**config.mk**
```make
export PLATFORM = sky130hd
export DESIGN_NAME = usb_rx_hs_ctrl
export DESIGN_NICKNAME = d
export VERILOG_FILES = /design/src/rtl/usbrx_pkg.sv /design/src/rtl/usbrx_ep_reg.sv /design/src/rtl/usbrx_hs_decide.sv /design/src/rtl/usb_rx_hs_ctrl.sv
export SDC_FILE = /design/constraint.sdc
export NUM_CORES = 1
export LEC_CHECK = 0
export BUFFER_PORTS_ARGS = -buffer_cell sky130_fd_sc_hd__buf_2
export CAP_MARGIN = 20
export CORE_MARGIN = 5
export CORE_UTILIZATION = 58
export CTS_BUF_LIST = sky130_fd_sc_hd__clkbuf_8 sky130_fd_sc_hd__clkbuf_16
export DETAILED_ROUTE_END_ITERATION = 8
export PLACE_DENSITY = 0.85
export SYNTH_ARGS = -nofsm -noshare
export SYNTH_HDL_FRONTEND = slang
export SYNTH_SLANG_ARGS = --single-unit
export TNS_END_PERCENT = 100
```
**constraint.sdc**
```tcl
create_clock -name clk -period 1.38 [get_ports clk]
set_input_delay 0.069 -clock clk [delete_from_list [all_inputs] [get_ports clk]]
set_output_delay 0.069 -clock clk [all_outputs]
set_load 0.02 [all_outputs]
```
**src/rtl/usbrx_pkg.sv**
```systemverilog
package usbrx_pkg;

  typedef enum logic [1:0] {
    ST_DIS   = 2'b00,
    ST_STALL = 2'b01,
    ST_NAK   = 2'b10,
    ST_VALID = 2'b11
  } rx_stat_e;

  typedef enum logic [1:0] {
    HS_NONE  = 2'b00,
    HS_ACK   = 2'b01,
    HS_NAK   = 2'b10,
    HS_STALL = 2'b11
  } hs_e;

  typedef struct packed {
    logic     ctrl;
    logic     tog;
    rx_stat_e stat;
    logic [3:0] addr;
  } ep_reg_t;

  localparam ep_reg_t EP0_RST = '{ctrl: 1'b1, tog: 1'b0, stat: ST_DIS, addr: 4'h0};
  localparam ep_reg_t EPN_RST = '{ctrl: 1'b0, tog: 1'b0, stat: ST_DIS, addr: 4'h0};

endpackage

```
**src/rtl/usbrx_ep_reg.sv**
```systemverilog
module usbrx_ep_reg
  import usbrx_pkg::*;
#(
  parameter bit FIXED_EP0 = 1'b0
) (
  input  logic       clk,
  input  logic       rst_n,
  input  logic       bus_rst,
  input  logic       sw_we,
  input  logic [7:0] sw_data,
  input  logic       hw_we,
  input  logic       hw_tog,
  input  logic       hw_set_nak,
  output ep_reg_t    q
);

  localparam ep_reg_t RST_VAL = FIXED_EP0 ? EP0_RST : EPN_RST;

  ep_reg_t q_r;
  ep_reg_t q_d;
  logic    q_en;

  // next-state: bus reset, then hardware update, then software write
  always_comb begin
    q_d  = q_r;
    q_en = bus_rst | hw_we | sw_we;
    if (bus_rst) begin
      q_d = RST_VAL;
    end else if (hw_we) begin
      q_d.tog = hw_tog;
      if (hw_set_nak) q_d.stat = ST_NAK;
    end else if (sw_we) begin
      q_d = ep_reg_t'(sw_data);
    end
    if (FIXED_EP0) begin
      q_d.ctrl = 1'b1;
      q_d.addr = 4'h0;
    end
  end

  always_ff @(posedge clk or negedge rst_n) begin
    if (!rst_n) begin
      q_r <= RST_VAL;
    end else if (q_en) begin
      q_r <= q_d;
    end
  end

  assign q = q_r;

  AST_NAK_AFTER_ACCEPT: assert property (@(posedge clk) disable iff (!rst_n)
    (hw_we && hw_set_nak && !bus_rst) |=> (q_r.stat == ST_NAK)) else $error("nak");

  if (FIXED_EP0) begin : g_ep0_chk
    AST_EP0_FIXED_BITS: assert property (@(posedge clk) disable iff (!rst_n)
      sw_we |=> (q_r.ctrl && q_r.addr == 4'h0)) else $error("ep0 fixed");
  end

endmodule

```
**src/rtl/usbrx_hs_decide.sv**
```systemverilog
module usbrx_hs_decide
  import usbrx_pkg::*;
#(
  parameter int NUM_EP = 3,
  parameter int IDXW   = 2
) (
  input  ep_reg_t [NUM_EP-1:0] regs,
  input  logic                 tok_valid,
  input  logic                 tok_setup,
  input  logic [3:0]           tok_ep,
  input  logic                 tok_pid1,
  input  logic                 tok_crc_ok,
  output hs_e                  hs,
  output logic                 upd_we,
  output logic [IDXW-1:0]      upd_idx,
  output logic                 upd_tog,
  output logic                 upd_nak,
  output logic                 ctr_set
);

  logic [NUM_EP-1:0] hit;
  logic              found;
  logic [IDXW-1:0]   sel_idx;
  ep_reg_t           sel;

  for (genvar g = 0; g < NUM_EP; g++) begin : g_hit
    assign hit[g] = (regs[g].addr == tok_ep);
  end

  // lowest index wins: scan downward so the last assignment is the lowest
  always_comb begin
    found   = 1'b0;
    sel_idx = '0;
    for (int i = NUM_EP - 1; i >= 0; i--) begin
      if (hit[i]) begin
        found   = 1'b1;
        sel_idx = IDXW'(i);
      end
    end
    sel = regs[sel_idx];
  end

  always_comb begin
    hs      = HS_NONE;
    upd_we  = 1'b0;
    upd_idx = sel_idx;
    upd_tog = 1'b0;
    upd_nak = 1'b0;
    ctr_set = 1'b0;
    if (tok_valid && tok_crc_ok && found) begin
      if (tok_setup) begin
        if (sel.ctrl && sel.stat != ST_DIS) begin
          hs     = HS_ACK;
          upd_we = 1'b1;
          // toggle restarts at DATA0; DATA0 packet is then accepted
          if (!tok_pid1) begin
            upd_tog = 1'b1;
            upd_nak = 1'b1;
            ctr_set = 1'b1;
          end
        end
      end else begin
        unique case (sel.stat)
          ST_DIS:   hs = HS_NONE;
          ST_STALL: hs = HS_STALL;
          ST_NAK:   hs = HS_NAK;
          ST_VALID: begin
            hs = HS_ACK;
            if (tok_pid1 == sel.tog) begin
              upd_we  = 1'b1;
              upd_tog = ~sel.tog;
              upd_nak = 1'b1;
              ctr_set = 1'b1;
            end
          end
          default:  hs = HS_NONE;
        endcase
      end
    end
  end

endmodule

```
**src/rtl/usb_rx_hs_ctrl.sv**
```systemverilog
module usb_rx_hs_ctrl
  import usbrx_pkg::*;
#(
  parameter int NUM_EP = 3,
  localparam int IDXW = (NUM_EP > 1) ? $clog2(NUM_EP) : 1
) (
  input  logic            clk,
  input  logic            rst_n,
  input  logic            bus_rst,
  input  logic            cfg_we,
  input  logic [IDXW-1:0] cfg_idx,
  input  logic [7:0]      cfg_wdata,
  input  logic [IDXW-1:0] rd_idx,
  output logic [7:0]      rd_data,
  input  logic            tok_valid,
  input  logic            tok_setup,
  input  logic [3:0]      tok_ep,
  input  logic            tok_pid1,
  input  logic            tok_crc_ok,
  output logic [1:0]      hs_code,
  input  logic            ctr_clr,
  output logic            ctr_flag,
  output logic [IDXW-1:0] ctr_ep
);

  // reset: asserted asynchronously, released on a clock edge
  logic [1:0] rs_q;
  logic       rst_ns;

  always_ff @(posedge clk or negedge rst_n) begin
    if (!rst_n) rs_q <= 2'b00;
    else        rs_q <= {rs_q[0], 1'b1};
  end
  assign rst_ns = rs_q[1];

  ep_reg_t [NUM_EP-1:0] regs;
  hs_e                  hs_d;
  logic                 upd_we;
  logic [IDXW-1:0]      upd_idx;
  logic                 upd_tog;
  logic                 upd_nak;
  logic                 ctr_set;

  usbrx_hs_decide #(.NUM_EP(NUM_EP), .IDXW(IDXW)) u_dec (
    .regs       (regs),
    .tok_valid  (tok_valid),
    .tok_setup  (tok_setup),
    .tok_ep     (tok_ep),
    .tok_pid1   (tok_pid1),
    .tok_crc_ok (tok_crc_ok),
    .hs         (hs_d),
    .upd_we     (upd_we),
    .upd_idx    (upd_idx),
    .upd_tog    (upd_tog),
    .upd_nak    (upd_nak),
    .ctr_set    (ctr_set)
  );

  for (genvar g = 0; g < NUM_EP; g++) begin : g_ep
    usbrx_ep_reg #(.FIXED_EP0(g == 0)) u_reg (
      .clk        (clk),
      .rst_n      (rst_ns),
      .bus_rst    (bus_rst),
      .sw_we      (cfg_we && (cfg_idx == IDXW'(g))),
      .sw_data    (cfg_wdata),
      .hw_we      (upd_we && (upd_idx == IDXW'(g))),
      .hw_tog     (upd_tog),
      .hw_set_nak (upd_nak),
      .q          (regs[g])
    );
  end

  // reply register and correct-transfer flag
  hs_e             hs_q;
  hs_e             hs_n;
  logic            ctr_q;
  logic            ctr_n;
  logic [IDXW-1:0] ctr_ep_q;
  logic [IDXW-1:0] ctr_ep_n;
  logic            ctr_en;

  always_comb begin
    hs_n     = bus_rst ? HS_NONE : hs_d;
    ctr_n    = ctr_q;
    ctr_ep_n = ctr_ep_q;
    ctr_en   = bus_rst | ctr_set | ctr_clr;
    if (bus_rst) begin
      ctr_n    = 1'b0;
      ctr_ep_n = '0;
    end else if (ctr_set) begin
      ctr_n    = 1'b1;
      ctr_ep_n = upd_idx;
    end else if (ctr_clr) begin
      ctr_n    = 1'b0;
    end
  end

  always_ff @(posedge clk or negedge rst_ns) begin
    if (!rst_ns) begin
      hs_q     <= HS_NONE;
      ctr_q    <= 1'b0;
      ctr_ep_q <= '0;
    end else begin
      hs_q <= hs_n;
      if (ctr_en) begin
        ctr_q    <= ctr_n;
        ctr_ep_q <= ctr_ep_n;
      end
    end
  end

  always_comb begin
    rd_data = 8'h00;
    if (int'(rd_idx) < NUM_EP) rd_data = regs[rd_idx];
  end

  assign hs_code  = hs_q;
  assign ctr_flag = ctr_q;
  assign ctr_ep   = ctr_ep_q;

  AST_CTR_HOLD: assert property (@(posedge clk) disable iff (!rst_ns)
    (ctr_q && !ctr_clr && !bus_rst) |=> ctr_q) else $error("ctr hold");

  AST_CTR_NEEDS_ACK: assert property (@(posedge clk) disable iff (!rst_ns)
    (ctr_set && !bus_rst) |=> (hs_q == HS_ACK && ctr_q)) else $error("ctr ack");

  AST_BAD_CRC_SILENT: assert property (@(posedge clk) disable iff (!rst_ns)
    (tok_valid && !tok_crc_ok) |=> (hs_q == HS_NONE)) else $error("crc");

  AST_IDLE_SILENT: assert property (@(posedge clk) disable iff (!rst_ns)
    !tok_valid |=> (hs_q == HS_NONE)) else $error("idle");

  AST_BUSRST_CLEARS: assert property (@(posedge clk) disable iff (!rst_ns)
    bus_rst |=> (!ctr_q && regs[0] == EP0_RST)) else $error("busrst");

endmodule

```
## After elaboration in Yosys (flattened, before gate mapping)

Cells that the tools add are included.

- Register bits: 26
- Word-level logic and storage cells: 121

- Mux-type cells: 49
- Reductions and logical operators: 31
- Equality and inequality tests: 15
- Magnitude comparators: 3
- Bitwise gates (word level): 9

Operators with widths:

| cell | count |
|---|---|
| 8-bit two-way mux | 8 |
| 8-bit binary-select mux with 2-bit select | 2 |
| 1-bit two-way mux | 22 |
| 2-bit two-way mux | 9 |
| 3-bit AND reduction | 5 |
| 4-bit two-way mux | 3 |
| 3-bit nonzero test | 4 |
| 2-bit AND reduction | 5 |
| 1-bit logical AND | 9 |
| 3-bit two-way mux | 3 |
| 3-bit != test (second input constant) | 3 |
| 2-bit equality test (second input constant) | 4 |
| 4-bit equality test | 2 |
| 1-bit bitwise OR | 8 |
| 2-bit one-hot mux with 4 select lines | 1 |
| 2-bit nonzero test | 4 |
| 7-bit two-way mux | 1 |
| 2-bit by 1-bit equality test with 1-bit output (second input constant) | 3 |
| 2-bit zero test | 3 |
| 2-bit by 3-bit less-than comparator with 1-bit output (second input constant) | 2 |
| 4-bit zero test | 1 |
| 2-bit != test (second input constant) | 2 |
| 2-bit less-than comparator (second input constant) | 1 |
| 1-bit equality test | 1 |
| 1-bit inverter | 1 |

## Longest topological paths before layout

- Word-level depth: 15
- Depth in mapped cells: 12
- Mapped depth without buffers: 12

## Modules after synthesis

A second synthesis with hierarchy kept.

- Cell total of the unflattened synthesis: 196
- Area total of the unflattened synthesis: 1860.5 µm²

By module, submodules not included:

| module | area each (µm²) | times used | cells an instance |
|---|---|---|---|
| usbrx_ep_reg (g_ep[1].u_reg ...) | 365.4 | 2 | 38 |
| usb_rx_hs_ctrl | 480.5 | 1 | 44 |
| usbrx_hs_decide | 444.2 | 1 | 55 |
| usbrx_ep_reg (g_ep[0].u_reg) | 205.2 | 1 | 21 |

## Worst setup path after synthesis

OpenSTA, ideal clock, no wires.

- Kind: reg2reg
- From: register g_ep[2].u_reg.q_r (netlist bit g_ep[2].u_reg.q[2])
- To: register g_ep[1].u_reg.q_r (netlist bit g_ep[1].u_reg.q[5])
- Library setup time: 126 ps
- Required time: 1254 ps
- Stages on the path, launching flop included: 12
- Arrival time: 2605 ps
- Path slack: -1351 ps
- Period minus slack after synthesis: 2731 ps
- Path buffers: 0
- Path through: dfrtp_1 -> xor2_1 -> nor4_4 -> nand3_2 -> o22ai_1 -> a31oi_1 -> ha_1 -> nor2_1 -> nand2_1 -> o31ai_1 -> nor2_1 -> o311a_1

- Longest elaborated chain between the ends: 15

Ends and longest elaborated chain:

| what | line | text |
|---|---|---|
| start: declaration | usbrx_ep_reg.sv:19 | `ep_reg_t q_r;` |
| start signal: assignment | usbrx_ep_reg.sv:45 | `q_r <= q_d;` |
| 4-bit equality test (*) | usbrx_hs_decide.sv:27 | `assign hit[g] = (regs[g].addr == tok_ep);` |
| 2-bit two-way mux (3 in series) | usbrx_hs_decide.sv:35 | `if (hit[i]) begin` |
| 8-bit binary-select mux with 2-bit select | usbrx_hs_decide.sv:40 | `sel = regs[sel_idx];` |
| 8-bit two-way mux (not written as such) | usbrx_hs_decide.sv:40 |  |
| 1-bit equality test or 2-bit nonzero test (tied branches) | usbrx_hs_decide.sv:69, usbrx_hs_decide.sv:52 |  |
| 1-bit two-way mux or 1-bit logical AND (tied branches) | usbrx_hs_decide.sv:69, usbrx_hs_decide.sv:52 |  |
| 1-bit two-way mux (on tied branches) | usbrx_hs_decide.sv:63, usbrx_hs_decide.sv:52 |  |
| 1-bit two-way mux | usbrx_hs_decide.sv:51 | `if (tok_setup) begin` |
| 1-bit two-way mux | usbrx_hs_decide.sv:50 | `if (tok_valid && tok_crc_ok && found) begin` |
| 1-bit logical AND | usb_rx_hs_ctrl.sv:66 | `.hw_we (upd_we && (upd_idx == IDXW'(g))),` |
| 1-bit bitwise OR (2 in series) | usbrx_ep_reg.sv:26 | `q_en = bus_rst \| hw_we \| sw_we;` |
| 3-bit AND reduction (no line) | -- |  |
| end signal: assignment | usbrx_ep_reg.sv:45 |  |
| end: declaration | usbrx_ep_reg.sv:19 |  |

Every way passes the cells marked *; elsewhere a longest branch is shown, timed or not. The select of a mux whose other input is x is not followed.
A chain may end at the register's enable or synchronous reset.

## Worst setup path after layout

- From: register g_ep[2].u_reg.q_r (netlist bit g_ep[2].u_reg.q[2])
- To: register g_ep[2].u_reg.q_r (netlist bit g_ep[2].u_reg.q[1])

- Longest elaborated chain between the ends: 15

Ends and longest elaborated chain:

| what | line |
|---|---|
| 4-bit equality test (*) | usbrx_hs_decide.sv:27 |
| 2-bit two-way mux (3 in series) | usbrx_hs_decide.sv:35 |
| 8-bit binary-select mux with 2-bit select | usbrx_hs_decide.sv:40 |
| 8-bit two-way mux (not written as such) | usbrx_hs_decide.sv:40 |
| 1-bit equality test or 2-bit nonzero test (tied branches) | usbrx_hs_decide.sv:69, usbrx_hs_decide.sv:52 |
| 1-bit two-way mux or 1-bit logical AND (tied branches) | usbrx_hs_decide.sv:69, usbrx_hs_decide.sv:52 |
| 1-bit two-way mux (on tied branches) | usbrx_hs_decide.sv:63, usbrx_hs_decide.sv:52 |
| 1-bit two-way mux | usbrx_hs_decide.sv:51 |
| 1-bit two-way mux | usbrx_hs_decide.sv:50 |
| 1-bit logical AND (*) | usb_rx_hs_ctrl.sv:66 |
| 1-bit bitwise OR (2 in series) | usbrx_ep_reg.sv:26 |
| 3-bit AND reduction (no line) (*) | -- |

Marks and branches as above.

==> metrics.txt <==
Port-buffer cells=37; fin crit share=234%; initial antenna violation count=1; CTS Buffer Depth=2; Num CTS Buffers=3; reg-to-reg slack, setup=-1.85 ns; CP Data Arrival Time=3.41 ns; Synth Cell Area=1720 sq um; WS Path Type=flop to flop; Post-synth ARST share=100%; Gate Count Post-Synth=189; largest fanout on the critical path=6; total track usage=29.4%; Ys Warns=0; metal3 WL=1380 um; die area=4160 sq um; Clock power frac=32.1%; Psw=0.626 mW; XOR/XNOR Fraction of Synth Area=4.07%; sequential cell area fraction in the yosys report=37.8%; Worst Setup Start Kind=flop; Die Wd=64.5 um; Avg Inst Size Synth=9.11 sq um; Core ar.=2810 sq um; Critical Path End Type=flop; pin count of the biggest net entering global routing=25; VDD IR-drop max=0.857 mV; adder-cell area share of the yosys netlist=2.18%; PwrDens=755 nW/um^2; clk_lat worst skew=0.28 ns; Comb pwr share=28.1%; Seq pwr share=39.9%; minimum clock period=3.23 ns; Clock Skews=0.00252 ns; DRT met1 WL=3050 um; H-tree depth=1; leading register cell type out of synthesis=dfrtp_1; post-synthesis mux area share=2.33%; Cell Chain, Critical Path=xor2_2, nor4_4, nand3_4, buf_6, buf_6, a31oi_4, ha_4, nor2_4, nand2_4, a211oi_2, buf_4, o21ai_0, a21oi_1; global-route wire length before repair=9620 um; GRT Residual Overflow=0; most area-hungry cell type in the Yosys netlist=dfrtp_1; Final Hold Viols=0; nets=307; Die H=64.5 um; Unique masters post-synth=54; Area contributors post-synth=dfrtp_1 (38%), a21oi_1 (4.4%), o21ai_0 (4.4%), nand2_1 (3.7%), nor4_4 (2.5%); PnR worst setup slack=-1.85 ns; Synth top area share=37.8%; clock tree from TritonCTS=done; total wire length=9580 um; fin. max-slew vios=0; Crit path required time=1.56 ns; layout cell share with drive strength beyond 1=49.6%; WL per Instance=31.0 um; CTS Root Cell=clkbuf_8; DRC viols=0; vias in the first global route=2,033; Sw Ratio=30.7%; Starting DRT DRC Count=393; antenna cell count=0; compound-cell area share of the yosys netlist=25.9%; failing checks=negative setup slack; post-route antenna net violation count=0; max layer used=met5; register bit count reported by yosys=26; routed vias=2,377; # IOs=38; detailed placement HPWL=4340 um; area grow syn2layout=57.0%; RSZ-0062 raised after global routing=yes; worst hold path class=primary input to asynchronous set/reset pin; Setup-failing EPs final=29; EDFF count, synth=0; largest family of logic cells by synthesized area=compound AO/OA/AOI/OAI gates; Crit path top cell by count=buf_6; Synth Net Count=217; slowest cell on the critical path=dfrtp_1; routability cong.=1.01; max cap viols=0; outcome=finished with violations; delay of the slowest critical-path stage=0.48 ns; first-pass detailed-route iteration total=6; Final Util=96.4%; internal power=1.42 mW; Starting Density=61.4%; routed wl met2=4100 um; Synth Area in Simple Gates=23.7%; num rows=19; Vias/cell=7.69; clock transition at the registers of the reported paths=0.09 ns; overall power=2.04 mW; Leak=1.21 nW; Fmax=310 MHz; Sink Count=26
## layout make-up
cell class | count | area [sq um]
clock buffer | 3 | 41.3
clock inverter | 1 | 30.0
fill | 56 | 101
inverter | 10 | 40.0
multi-input combinational | 146 | 1250
sequential | 26 | 651
tap | 31 | 38.8
timing repair buffer | 92 | 648
## layer usage
metal,global-route usage (%),vias up
li1,-,880
met1,37.1,1079
met2,49.6,301
met3,5.01,115
met4,13.2,2
met5,0,-
## power groups by stage
stage | clock network [mW] | logic [mW] | registers, mW
4_1_cts | 0.635 | 0.419 | 0.802
5_1_grt | 0.678 | 0.592 | 0.815
2_1_floorplan | 0 | 0.193 | 0.823
3_5_place_dp | 0 | 0.385 | 0.817
3_3_place_gp | 0 | 0.365 | 0.814
6_report | 0.655 | 0.573 | 0.813
## flip-flops by register name, summed over array words and instances, names as in the netlist
name and count:
ctr_ep 2, rs_q 2, g_ep.u_reg.q 19, ctr_flag 1, hs_code 2
## cell usage after synthesis, types with 2 or more instances
master	instances
nand3b_1	2
a22o_1	4
a21oi_1	15
o22ai_1	4
nor2_1	11
o31ai_1	2
ha_1	3
nor3_1	3
clkbuf_1	5
inv_1	10
dfrtp_1	26
or3_1	2
and2_1	2
xor2_1	4
nor4_4	2
o21ai_0	15
xnor2_1	4
o211ai_1	5
nand3_1	6
o311a_1	2
a31oi_1	2
o21a_1	3
and3b_1	2
nand2_1	17
nor2b_1	3
or4_1	2
mux2i_1	4
o221a_2	2
nand2b_1	2
## worst max-delay path, delay by kind of cell (launching register included)
kind | cells | cell delay, ns
AOI/OAI and AO/OA | 4 | 0.87
and+or+nand+nor | 4 | 0.82
buffers and inverters | 3 | 0.50
DFF | 1 | 0.48
xor gates and xnor gates | 1 | 0.24
adders and majority gates | 1 | 0.24
## timing repair
action	CTS	global route
endpoints found under the hold margin	2	0
gates cloned	0	0
setup buffers	4	7
gates resized for setup	8	45
hold buffers	1	0
pin swaps	10	23
setup endpoints to repair	24	25
## kinds of logic after synthesis
logic type / after synthesis
DFF: 26
AOI/OAI and AO/OA: 65
and+or+nand+nor: 65
adders and majority gates: 3
other: 1
buffers and inverters: 17
xor gates and xnor gates: 8
muxes: 4
## placed cells by master (no fill, tap or decap), types with 3 or more instances in the layout
cell type	n
dfrtp_1	26
nor2b_1	3
buf_2	36
nand3_1	6
o21ai_1	3
nor4_4	4
nand2_1	15
o211ai_1	5
inv_1	9
buf_6	12
xnor2_1	3
a21oi_1	13
buf_4	43
mux2i_1	3
o21ai_0	12
clkbuf_8	3
a22o_1	4
ha_4	3
nor2_1	8
o21a_1	3
## stage by stage
step / hold slack, ns / instances / setup WS [ns] / cell area (sq um) / TNS (ns)
2_1_floorplan: -0.227 / 189 / -1.30 / 1750 / -26.94
3_3_place_gp: -0.147 / 293 / -1.28 / 2270 / -27.77
3_5_place_dp: -0.143 / 293 / -1.45 / 2270 / -31.77
4_1_cts: 0.0429 / 302 / -1.47 / 2420 / -32.06
5_1_grt: 0.0826 / 309 / -2.12 / 2700 / -46.90
6_report: 0.0771 / 309 / -1.85 / 2700 / -40.60
## final timing paths
kind	start	endpoint	depth (start not counted)
setup / recovery	g_ep[2].u_reg.q[2]	g_ep[2].u_reg.q[1]	13
hold / removal	rst_n	rs_q[1]	2
setup reg to reg	g_ep[2].u_reg.q[2]	g_ep[2].u_reg.q[1]	13
hold reg to reg	rs_q[1]	g_ep[0].u_reg.q[6]	1
max in group asynchronous	rs_q[1]	g_ep[2].u_reg.q[7]	1
min in group clk	cfg_wdata[7]	g_ep[2].u_reg.q[7]	3
Power figures use the tool's default switching activity.
